**src/rtl/qpc_pkg.sv**
```systemverilog
// Package: shared encodings for the quadrature pulse converter.
// Assumes the resolution input is two bits wide; bit 1 set means x4.
package qpc_pkg;

    typedef enum logic [1:0] {
        RES_X1 = 2'b00,
        RES_X2 = 2'b01,
        RES_X4 = 2'b10
    } res_e;

    // Fold the two-bit resolution code onto the three resolutions.
    function automatic res_e decode_res(input logic [1:0] code);
        if (code[1])
            return RES_X4;
        else if (code[0])
            return RES_X2;
        else
            return RES_X1;
    endfunction

endpackage

```
**src/rtl/qpc_filter.sv**
```systemverilog
// Module: qpc_filter
// Synchronizes one asynchronous phase input. The filtered level changes
// only after the synchronized value has differed from it on CYCLES
// consecutive clock edges. While in reset, the filtered level follows the
// synchronized input, so the decoder starts from the real input state.
// Assumes CYCLES >= 2 and STAGES >= 2.
module qpc_filter #(
    parameter int STAGES = 2,
    parameter int CYCLES = 4
) (
    input  logic clk,
    input  logic rst_n,
    input  logic raw,
    output logic level
);
    localparam int CW = (CYCLES > 1) ? $clog2(CYCLES) : 1;
    localparam logic [CW-1:0] LAST = CW'(CYCLES - 1);

    logic [STAGES-1:0] sync_q;
    logic [CW-1:0]     run_q;
    logic              level_q;

    // Synchronizer chain; plain data flops, not reset.
    generate
        for (genvar i = 0; i < STAGES; i++) begin : g_sync
            if (i == 0) begin : g_first
                always_ff @(posedge clk) sync_q[0] <= raw;
            end else begin : g_next
                always_ff @(posedge clk) sync_q[i] <= sync_q[i-1];
            end
        end
    endgenerate

    // Stability counter: accept a new level after CYCLES differing samples.
    always_ff @(posedge clk) begin
        if (!rst_n) begin
            level_q <= sync_q[STAGES-1];
            run_q   <= '0;
        end else if (sync_q[STAGES-1] != level_q) begin
            if (run_q == LAST) begin
                level_q <= sync_q[STAGES-1];
                run_q   <= '0;
            end else begin
                run_q <= run_q + 1'b1;
            end
        end else begin
            run_q <= '0;
        end
    end

    assign level = level_q;
endmodule

```
**src/rtl/qpc_decode.sv**
```systemverilog
// Module: qpc_decode
// Compares the filtered phases with their values from the previous cycle.
// It flags a counted edge for the selected resolution and gives the edge's
// direction. A change on both phases in the same cycle is rejected and
// reported for one cycle. Assumes its inputs come from qpc_filter.
module qpc_decode
    import qpc_pkg::*;
(
    input  logic       clk,
    input  logic       rst_n,
    input  logic       fa,
    input  logic       fb,
    input  logic [1:0] res_mode,
    output logic       evt,
    output logic       evt_up,
    output logic       bad
);
    logic pa_q, pb_q, bad_q;
    logic a_chg, b_chg, both;
    res_e res;

    // Previous filtered levels; loaded from the live levels during reset.
    always_ff @(posedge clk) begin
        if (!rst_n) begin
            pa_q <= fa;
            pb_q <= fb;
        end else begin
            pa_q <= fa;
            pb_q <= fb;
        end
    end

    // Edge classification by resolution, plus the direction rule.
    always_comb begin
        res    = decode_res(res_mode);
        a_chg  = fa ^ pa_q;
        b_chg  = fb ^ pb_q;
        both   = a_chg & b_chg;
        evt    = 1'b0;
        evt_up = 1'b0;
        if (!both) begin
            if (a_chg) begin
                evt_up = (fa != fb);
                case (res)
                    RES_X1:  evt = fa;
                    default: evt = 1'b1;
                endcase
            end else if (b_chg) begin
                evt_up = (fb == fa);
                evt    = (res == RES_X4);
            end
        end
    end

    // One-cycle flag for an illegal double change.
    always_ff @(posedge clk) begin
        if (!rst_n) bad_q <= 1'b0;
        else        bad_q <= both;
    end

    assign bad = bad_q;
endmodule

```
**src/rtl/qpc_pulse.sv**
```systemverilog
// Module: qpc_pulse
// Stretches each counted edge into an active-low pulse of the requested
// length, routed by direction. A new edge reloads the length and takes
// the new direction. Assumes evt is a one-cycle strobe.
module qpc_pulse #(
    parameter int WIDTH_W = 8
) (
    input  logic               clk,
    input  logic               rst_n,
    input  logic               evt,
    input  logic               evt_up,
    input  logic [WIDTH_W-1:0] len,
    output logic               up_n,
    output logic               down_n
);
    logic [WIDTH_W-1:0] left_q;
    logic [WIDTH_W-1:0] load;
    logic               dir_q;

    // A length of zero is lifted to one cycle.
    always_comb load = (len == '0) ? WIDTH_W'(1) : len;

    // Remaining-cycle counter and latched direction.
    always_ff @(posedge clk) begin
        if (!rst_n) begin
            left_q <= '0;
            dir_q  <= 1'b0;
        end else if (evt) begin
            left_q <= load;
            dir_q  <= evt_up;
        end else if (left_q != '0) begin
            left_q <= left_q - 1'b1;
        end
    end

    assign up_n   = !((left_q != '0) &&  dir_q);
    assign down_n = !((left_q != '0) && !dir_q);
endmodule

```
**src/rtl/quad_pulse_conv.sv**
```systemverilog
// Module: quad_pulse_conv (top)
// Turns two quadrature phases into separate active-low forward and reverse
// pulse trains, plus a combined pulse and an illegal-transition flag.
// Assumes asynchronous phase inputs and that pulse_len is no longer than
// the spacing between phase edges.
module quad_pulse_conv #(
    parameter int SYNC_STAGES = 2,
    parameter int FILT_CYCLES = 4,
    parameter int WIDTH_W     = 8
) (
    input  logic               clk,
    input  logic               rst_n,
    input  logic               enc_a,
    input  logic               enc_b,
    input  logic [1:0]         res_mode,
    input  logic [WIDTH_W-1:0] pulse_len,
    output logic               up_n,
    output logic               down_n,
    output logic               step_n,
    output logic               bad_step
);
    logic fa, fb, evt, evt_up;

    qpc_filter #(.STAGES(SYNC_STAGES), .CYCLES(FILT_CYCLES)) u_filt_a (
        .clk(clk), .rst_n(rst_n), .raw(enc_a), .level(fa)
    );

    qpc_filter #(.STAGES(SYNC_STAGES), .CYCLES(FILT_CYCLES)) u_filt_b (
        .clk(clk), .rst_n(rst_n), .raw(enc_b), .level(fb)
    );

    qpc_decode u_dec (
        .clk(clk), .rst_n(rst_n), .fa(fa), .fb(fb), .res_mode(res_mode),
        .evt(evt), .evt_up(evt_up), .bad(bad_step)
    );

    qpc_pulse #(.WIDTH_W(WIDTH_W)) u_pulse (
        .clk(clk), .rst_n(rst_n), .evt(evt), .evt_up(evt_up),
        .len(pulse_len), .up_n(up_n), .down_n(down_n)
    );

    // Combined count pulse.
    assign step_n = up_n & down_n;
endmodule

```
**config.mk**
```make
export PLATFORM = sky130hd
export DESIGN_NAME = quad_pulse_conv
export DESIGN_NICKNAME = d
export VERILOG_FILES = /design/src/rtl/qpc_pkg.sv /design/src/rtl/qpc_filter.sv /design/src/rtl/qpc_decode.sv /design/src/rtl/qpc_pulse.sv /design/src/rtl/quad_pulse_conv.sv
export SDC_FILE = /design/constraint.sdc
export NUM_CORES = 1
export LEC_CHECK = 0
export ABC_AREA = 1
export BUFFER_PORTS_ARGS = -buffer_cell sky130_fd_sc_hd__buf_4
export CAP_MARGIN = 10
export CELL_PAD_IN_SITES_DETAIL_PLACEMENT = 0
export CELL_PAD_IN_SITES_GLOBAL_PLACEMENT = 1
export CORE_MARGIN = 2
export CORE_UTILIZATION = 35
export CTS_BUF_LIST = sky130_fd_sc_hd__clkbuf_8
export CTS_CLUSTER_SIZE = 40
export DETAILED_ROUTE_END_ITERATION = 10
export PLACE_DENSITY = 0.79
export SLEW_MARGIN = 20
export SYNTH_ARGS = -nofsm -noshare
export SYNTH_HDL_FRONTEND = slang
export SYNTH_HIERARCHICAL = 1
export SYNTH_SLANG_ARGS = --single-unit
```
**constraint.sdc**
```tcl
create_clock -name clk -period 1.42 [get_ports clk]
set_input_delay 0.213 -clock clk [delete_from_list [all_inputs] [get_ports clk]]
set_output_delay 0.213 -clock clk [all_outputs]
set_load 0.1 [all_outputs]
```
# == Word-level counts from Yosys, hierarchy flattened ==
# Cells that the tools add are included.
# totals
reg_bits,22
input_bits,14
out_inout_bits,4
wordCells,65
# classes
addsub,3
eq_ne,11
n_mux,18
n_bitwise,7
n_reduce_logical,13
# op_table
op,count
$mux 8,3
$mux 1,14
$logic_not 8->1,1
$ne 2x1->1 const B,4
$reduce_bool 8->1,1
$sub 8x1->8 const B,1
$eq 2x2->1 const B,3
$reduce_or 3->1,2
$add 2x1->2 const B,2
$reduce_and 2->1,2
$logic_not 1->1,3
$ne 1x1->1,3
$not 1->1,3
$and 1x1->1,2
$logic_and 1x1->1,2
$logic_not 2->1,1
$mux 2,1
$reduce_bool 2->1,1
$xor 1x1->1,2
$eq 1x1->1,1

# == Logic depth before layout (Yosys ltp) ==
# Gate-level depths: netlist (run 1).
# logic_depth
depth_word,7
ltp_mapped,11
depth_no_buf,11

# == Hierarchy ==
# Netlist (run 1), hierarchy kept.
# by_module_without_submodules
mod,n_inst,cells_per_inst,area_per_inst_um2,seq_area_each_um2
qpc_pulse,1,88,593.1,180.2
qpc_filter,2,19,195.2,110.1
qpc_decode,1,26,160.2,60.1
quad_pulse_conv,1,2,7.5,0.0

# == Worst setup path before layout (run 1) ==
# Ideal clock, no wire load.
# synth_path
kind,reg-to-output
from,reg u_pulse.left_q[0]
to,out step_n
arrival_ps,3747
required_ps,1207
setup_slack_ps,-2540
path_stages_with_launch,7
n_path_buf,0
path_cell_list,dfxtp_1 > inv_1 > ha_1 > nand3_2 > o21ai_0 > nand2_1 > inv_1
# synth_via
elab_chain_cells,4
elab_cells_between_ends,6
classes_between,bitwise: 1; reduce/logical: 5
# synth_lines
element,line_no,text
start: declaration,qpc_pulse.sv:16,logic [WIDTH_W-1:0] left_q;
start signal: assignment,qpc_pulse.sv:29,left_q <= load;
start signal: assignment,qpc_pulse.sv:32,left_q <= left_q - 1'b1;
$reduce_bool 8->1,qpc_pulse.sv:36,assign up_n = !((left_q != '0) && dir_q);
$logic_and 1x1->1,qpc_pulse.sv:36,
$logic_not 1->1,qpc_pulse.sv:36,
net up_n,quad_pulse_conv.sv:17,"output logic up_n,"
$and 1x1->1,quad_pulse_conv.sv:43,assign step_n = up_n & down_n;
end: declaration,quad_pulse_conv.sv:19,"output logic step_n,"
# The timed path passes the listed nets, and every way through them passes these cells.

# == Worst setup path after layout (run 1) ==
# layout_path
from,reg u_pulse.left_q[1]
to,out step_n
# layout_via
elab_chain_cells,4
elab_cells_between_ends,6
classes_between,bitwise: 1; reduce/logical: 5
# layout_lines
element,line_no
$reduce_bool 8->1 *,"qpc_pulse.sv:36, qpc_pulse.sv:37"
$logic_and 1x1->1 (on tied branches),"qpc_pulse.sv:36, qpc_pulse.sv:37"
$logic_not 1->1 (on tied branches),"qpc_pulse.sv:36, qpc_pulse.sv:37"
$and 1x1->1 *,quad_pulse_conv.sv:43
# Every way passes the cells marked *; elsewhere a longest branch is shown, timed or not.

==> results of run 1 <==
## state kept, by name, indices dropped and copies added, names as in the netlist, 2 cells and up
register and cells:
u_pulse/left_q 8, u_filt_a/run_q 2, u_filt_a/sync_q 2, u_filt_b/run_q 2
u_filt_b/sync_q 2
## cell type report
class | count | area share [%]
clock buffers | 3 | 2.35
repair buffers | 44 | 20.9
well taps | 44 | 3.13
multi-input cells | 106 | 40.0
flip-flops and latches | 22 | 26.4
clock inverters | 1 | 1.71
inverters | 25 | 5.56
## repair_timing
item,CTS,global route
pin swaps,6,8
setup endpoints to repair,9,11
buffers inserted,5,3
hold buffers,0,0
gates resized for setup,13,22
## cells by family after synthesis
group / after synthesis / share of synthesized area [%]
flip-flops: 22 / 40.0
XOR/XNOR: 4 / 3.04
AND/OR/NAND/NOR: 82 / 36.0
AO/OA/AOI/OAI: 16 / 8.04
buffers and inverters: 26 / 8.59
adder cells (fa/ha/maj): 4 / 4.35
## path summary, 6_finish.rpt
check                     startpoint            endpoint  slack [ns]  cells after the start
setup / recovery   u_pulse/left_q[1]              step_n       -0.32                      8
hold / removal                 enc_a  u_filt_a/sync_q[0]        0.05                      1
setup reg to reg      u_filt_a/level   u_pulse/left_q[3]       -0.06                     10
hold reg to reg   u_filt_a/sync_q[0]  u_filt_a/sync_q[1]        0.33                      0
## per-stage QoR
step           power [W]  area, µm²  util, %  setup WS (ns)  instances
2_1_floorplan    0.00165       1190        -         -0.527        154
3_3_place_gp     0.00197       1510     48.8        -0.0809        233
3_5_place_dp     0.00200       1510     48.8         -0.120        233
4_1_cts          0.00269       1670     53.8         -0.329        242
5_1_grt          0.00294       1760     56.6         -0.375        245
6_report         0.00276       1760     56.6         -0.321        245
## where the power goes
part / internal [W] / switching (W)
Combinational: 0.000604 / 0.000816
Clock: 0.000376 / 0.000198
Sequential: 0.000713 / 0.0000569
Total: 0.00169 / 0.00107
## synth_stat cells
master	instances
nand2_1	37
inv_1	24
dfxtp_1	20
nor2_1	17
nand3_1	11
a21oi_1	9
ha_1	4
nor2_4	4
o21ai_0	4
nand2_2	3
nand3_2	3
edfxtp_1	2
nand4_1	2
nor2_2	2
o21bai_2	2
xnor2_1	2
xor2_1	2
clkbuf_2	1
inv_2	1
nand2_4	1
nor2_8	1
o21ai_1	1
or2_2	1
## layout by cell type, fill, tap and decap left out
master,n
buf_4,39
nand2_1,30
inv_1,19
dfxtp_1,17
nor2_1,15
nand2_2,9
nand3_2,7
nand3_1,6
inv_2,5
nor2_4,5
a21oi_2,5
a21oi_1,4
clkbuf_8,3
buf_6,3
nor2_2,3
dfxtp_2,3
ha_1,3
o21ai_1,3
nand2_4,2
buf_12,2
xor2_1,2
o21bai_2,2
edfxtp_1,2
xnor2_1,2
nand4_1,2
clkinvlp_4,1
bufinv_16,1
nand3_4,1
o21ai_4,1
nor2_8,1
or2_4,1
o21ai_0,1
ha_4,1
## metal layers
metal | vias up | track usage, % | wire length, µm | part of all wire, %
met2 | 18 | 31.6 | 1440 | 57
met4 | 0 | 5.47 | 38 | 1.5
li1 | 573 | - | - | -
met3 | 6 | 3.15 | 59 | 2.3
met1 | 502 | 13.9 | 1000 | 39
met5 | - | 0 | 0 | 0
==> impl_metrics.yaml, run 1 <==
grt:
  antenna_found_initial: 0
  grt_pass1_vias: 1084
  grt_max_degree: 14
  grt_pass1_wl_um: 4190
  overflow: 0
  grt_usage_pct: 15.1
die:
  boundaryPins: 18
  fp.dieW_um: 61.4
  rows: 20
  die-area_mm2: 0.00376
  coreArea_mm2: 0.00310
  die_y_um: 61.4
  start_util_pct: 37.1
sta:
  max_freq_ghz: 0.574
  report.final.slew_viol_count: 0
  skew_ns: 0.00158
  slew_headroom_pct: 77.4
  worst_slew_pin_slew_ns: 0.338
  setup_tns_ns: -1.12
  finalCriticalPeriod_ns: 1.74
  setup_violations: 9
  hold_viol_final: 0
  fin_ws_ns: -0.321
  fin_crit_sh_pct: 123
  rsz0062_at_grt: "yes"
  hold_slack_ns: 0.0480
setup_path:
  path_cells: "inv_2, ha_4, nand3_4, nor2_8, or2_4, nand2_4, clkinvlp_4, buf_12"
  cp_top_family: "simple AND/OR/NAND/NOR gates"
  crit_buf_inv: 3
  cp_slowest_stage_delay_ns: 0.34
  cp.arrival_ns: 1.53
  cp_max_fo: 2
  cpMaxStageDelayCell: "dfxtp_2"
  crit_required_ns: 1.21
  crit_path_start_kind: "flop"
  setup.worst_path.end_class: "output port"
  critical_path_class: "reg2out"
clock_network:
  cts_tree: "yes"
  htreeDepth: 1
  cts_buffers: 3
  clock-sinks: 22
  cts.reportedPaths.clkPinSlew_ns: 0.08
  cts_root_buffer: "clkbuf_8"
  cts.path.max_buffers: 2
  clock_latency_ns: 0.26
logic_synthesis:
  ys_seq_area_share_pct: 40.0
  ys_types: 23
  yosys_warnings: 6
  syn_nets: 172
  syn-cell-area_mm2: 0.00115
  yosys.area.top_type: "dfxtp_1"
  ys_ff_latch: 22
  synth_top_cell_area_share_pct: 34.8
  avgSynthCellArea_um2: 7.47
  synth_area_leaders: "dfxtp_1 (35%), nand2_1 (12%), inv_1 (7.8%)"
  synthCells: 154
pwr:
  peakVddDrop_mv: 0.782
  power.density_mw_per_mm2: 1570
  power.leakage_nw: 0.847
routing:
  post-route-drc-count: 0
  drt-wirelength-per-cell_um: 10.4
  ant_nets: 0
  wl_um: 2550
  vias: 1099
  vias_per_cell: 4.49
  first_pass_iters: 5
  drt_iter0_drc: 36
placed_design:
  port-buffer-count: 17
  place_congestion: 0.825
  hpwlAfterDp_um: 1890
finish:
  diodes: 0
  area_growth_pct: 52.6
  multi_input_area_um2: 702
  num-fill-cells: 300
  nets: 220
  drive_above_1_share_pct: 47.3
  register_area_um2: 464
run_status:
  status: "finished with violations"
  violations: "negative setup slack"
min_path:
  hold_class: "in2reg"
job:
  drv_cap: 0
Note: power is estimated with default switching activity, not from simulation.
==> inputs of run 2 (changes only) <==
Settings changed: CORE_MARGIN 2 to unset.
==> run 2 against run 1 <==
Compared with the run above: the flow still finishes with violations (negative setup slack); register-to-register slack barely moved; total power grew 0.93%; utilization is 0.66 points higher; maximum frequency increased by 0.60%; sequential share of layout area decreased by 0.094 points; final cell count decreased by 0.41%; largest cell class unchanged.
==> impl_metrics.yaml, run 2 (synthesis gave the netlist of run 1 again) <==
run_status:
  status: "finished with violations"
  violations: "negative setup slack"
finish:
  drive_above_1_share_pct: 48.5
  design_area_mm2: 0.00176
  final_common_cell: "buf_4"
  mostFrequentLayoutCells: "buf_4 (38), nand2_1 (28), inv_1 (19), dfxtp_1 (17), nor2_1 (15)"
  diodes: 0
  area_growth_pct: 53.2
  nets: 219
  largest-register: "u_pulse/left_q"
  largest_register_ffs: 8
routing:
  ant_nets: 0
  drt_iter0_drc: 46
  post-route-drc-count: 0
  drt-wirelength-per-cell_um: 9.64
  wl_um: 2350
  first_pass_iters: 4
  vias_per_cell: 4.33
  vias: 1057
grt:
  grt_pass1_vias: 1110
  antenna_found_initial: 0
  grt_pass1_wl_um: 4160
  grt_max_degree: 14
  overflow: 0
  grt_usage_pct: 15.5
sta:
  worst_slew_pin_slew_ns: 0.320
  finalCriticalPeriod_ns: 1.73
  skew_ns: 0.00441
  fin_crit_sh_pct: 122
  slew_headroom_pct: 78.7
  setup_tns_ns: -0.983
  report.final.slew_viol_count: 0
  max_freq_ghz: 0.578
  setup_violations: 9
  hold_slack_ns: 0.0468
  hold_viol_final: 0
  rsz0062_at_grt: "yes"
  fin_ws_ns: -0.311
setup_path:
  critical_path.endpoint: "up_n"
  crit_required_ns: 1.21
  ff2ff_setup_slack_ns: -0.05
  cp_max_fo: 2
  r2r-end: "u_pulse/left_q[6]"
  crit_start: "u_pulse/left_q[1]"
  rr_startpoint: "u_filt_a/level"
  crit_path_start_kind: "flop"
  setup.worst_path.end_class: "output port"
  rr_worst_depth: 10
  critical_path_class: "reg2out"
  cp.arrival_ns: 1.52
placed_design:
  port-buffer-count: 17
  hpwlAfterDp_um: 1840
  place_congestion: 0.795
  dpl_cell_area_mm2: 0.00151
clock_network:
  clock-sinks: 22
  cts_root_buffer: "clkbuf_8"
  clock_latency_ns: 0.26
  cts.reportedPaths.clkPinSlew_ns: 0.08
  cts_buffers: 3
  postCtsHoldBufs: 0
  htreeDepth: 1
  cts_tree: "yes"
  cts.path.max_buffers: 2
pwr:
  power.density_mw_per_mm2: 1580
  p_total_w: 0.00279
  peakVddDrop_mv: 0.741
  power.leakage_nw: 0.844
die:
  rows: 20
  die-area_mm2: 0.00352
  boundaryPins: 18
  coreArea_mm2: 0.00308
  start_util_pct: 37.4
  die_y_um: 59.4
  fp.dieW_um: 59.4
min_path:
  hold_class: "in2reg"
  hold_depth: 1
job:
  drv_cap: 0
==> run 2: power breakdown <==
group          switching [W]  leakage, nW  internal, W
registers          0.0000628        0.186     0.000713
clock network       0.000202       0.0357     0.000376
logic               0.000821        0.622     0.000615
==> run 2: critical path, cell delays in order (launching register included) <==
cell	delay [ns]
dfxtp_2	0.33
inv_2	0.07
ha_4	0.15
nand3_4	0.10
buf_4	0.16
o21ai_4	0.15
buf_4	0.15
buf_12	0.16
==> run 2: repair_timing <==
| action | CTS | global route |
|---|---|---|
| endpoints found under the setup margin | 10 | 11 |
| pin swaps | 6 | 15 |
| gates resized for setup | 13 | 26 |
| buffers inserted | 4 | 3 |
==> run 2: layer usage <==
layer / GRT usage (%) / vias up / routed length [µm]
met5: 0 / - / 0
met1: 16.8 / 462 / 995
met3: 2.40 / 9 / 38
met4: 9.18 / 0 / 70
met2: 28.3 / 16 / 1250
li1: - / 570 / -
==> run 2: area by class of cell <==
| type | instances | area (µm²) |
|---|---|---|
| fill | 275 | 1320 |
| inverter | 25 | 97.6 |
| multi-input combinational | 106 | 716 |
| sequential | 22 | 464 |
| timing repair buffer | 43 | 359 |
| tap | 44 | 55.1 |
| clock inverter | 1 | 30.0 |
| clock buffer | 3 | 41.3 |
==> run 2: how the worst min path moves through the flow <==
stage                        from                 end  slack (ns)
2_1_floorplan               enc_a  u_filt_a/sync_q[0]        0.24
3_3_place_gp   u_filt_b/sync_q[0]  u_filt_b/sync_q[1]        0.31
3_5_place_dp                enc_b  u_filt_b/sync_q[0]        0.32
4_1_cts                     enc_b  u_filt_b/sync_q[0]        0.04
5_1_grt                     enc_b  u_filt_b/sync_q[0]        0.03
6_report                    enc_b  u_filt_b/sync_q[0]        0.05
==> run 2: metrics by stage <==
| stage | instances | setup slack [ns] | util, % |
|---|---|---|---|
| after floorplan | 154 | -0.527 | - |
| after global placement | 233 | -0.0808 | 49.1 |
| after detailed placement | 233 | -0.120 | 49.1 |
| after CTS | 241 | -0.325 | 54.0 |
| after global routing | 244 | -0.370 | 57.3 |
| final | 244 | -0.311 | 57.3 |
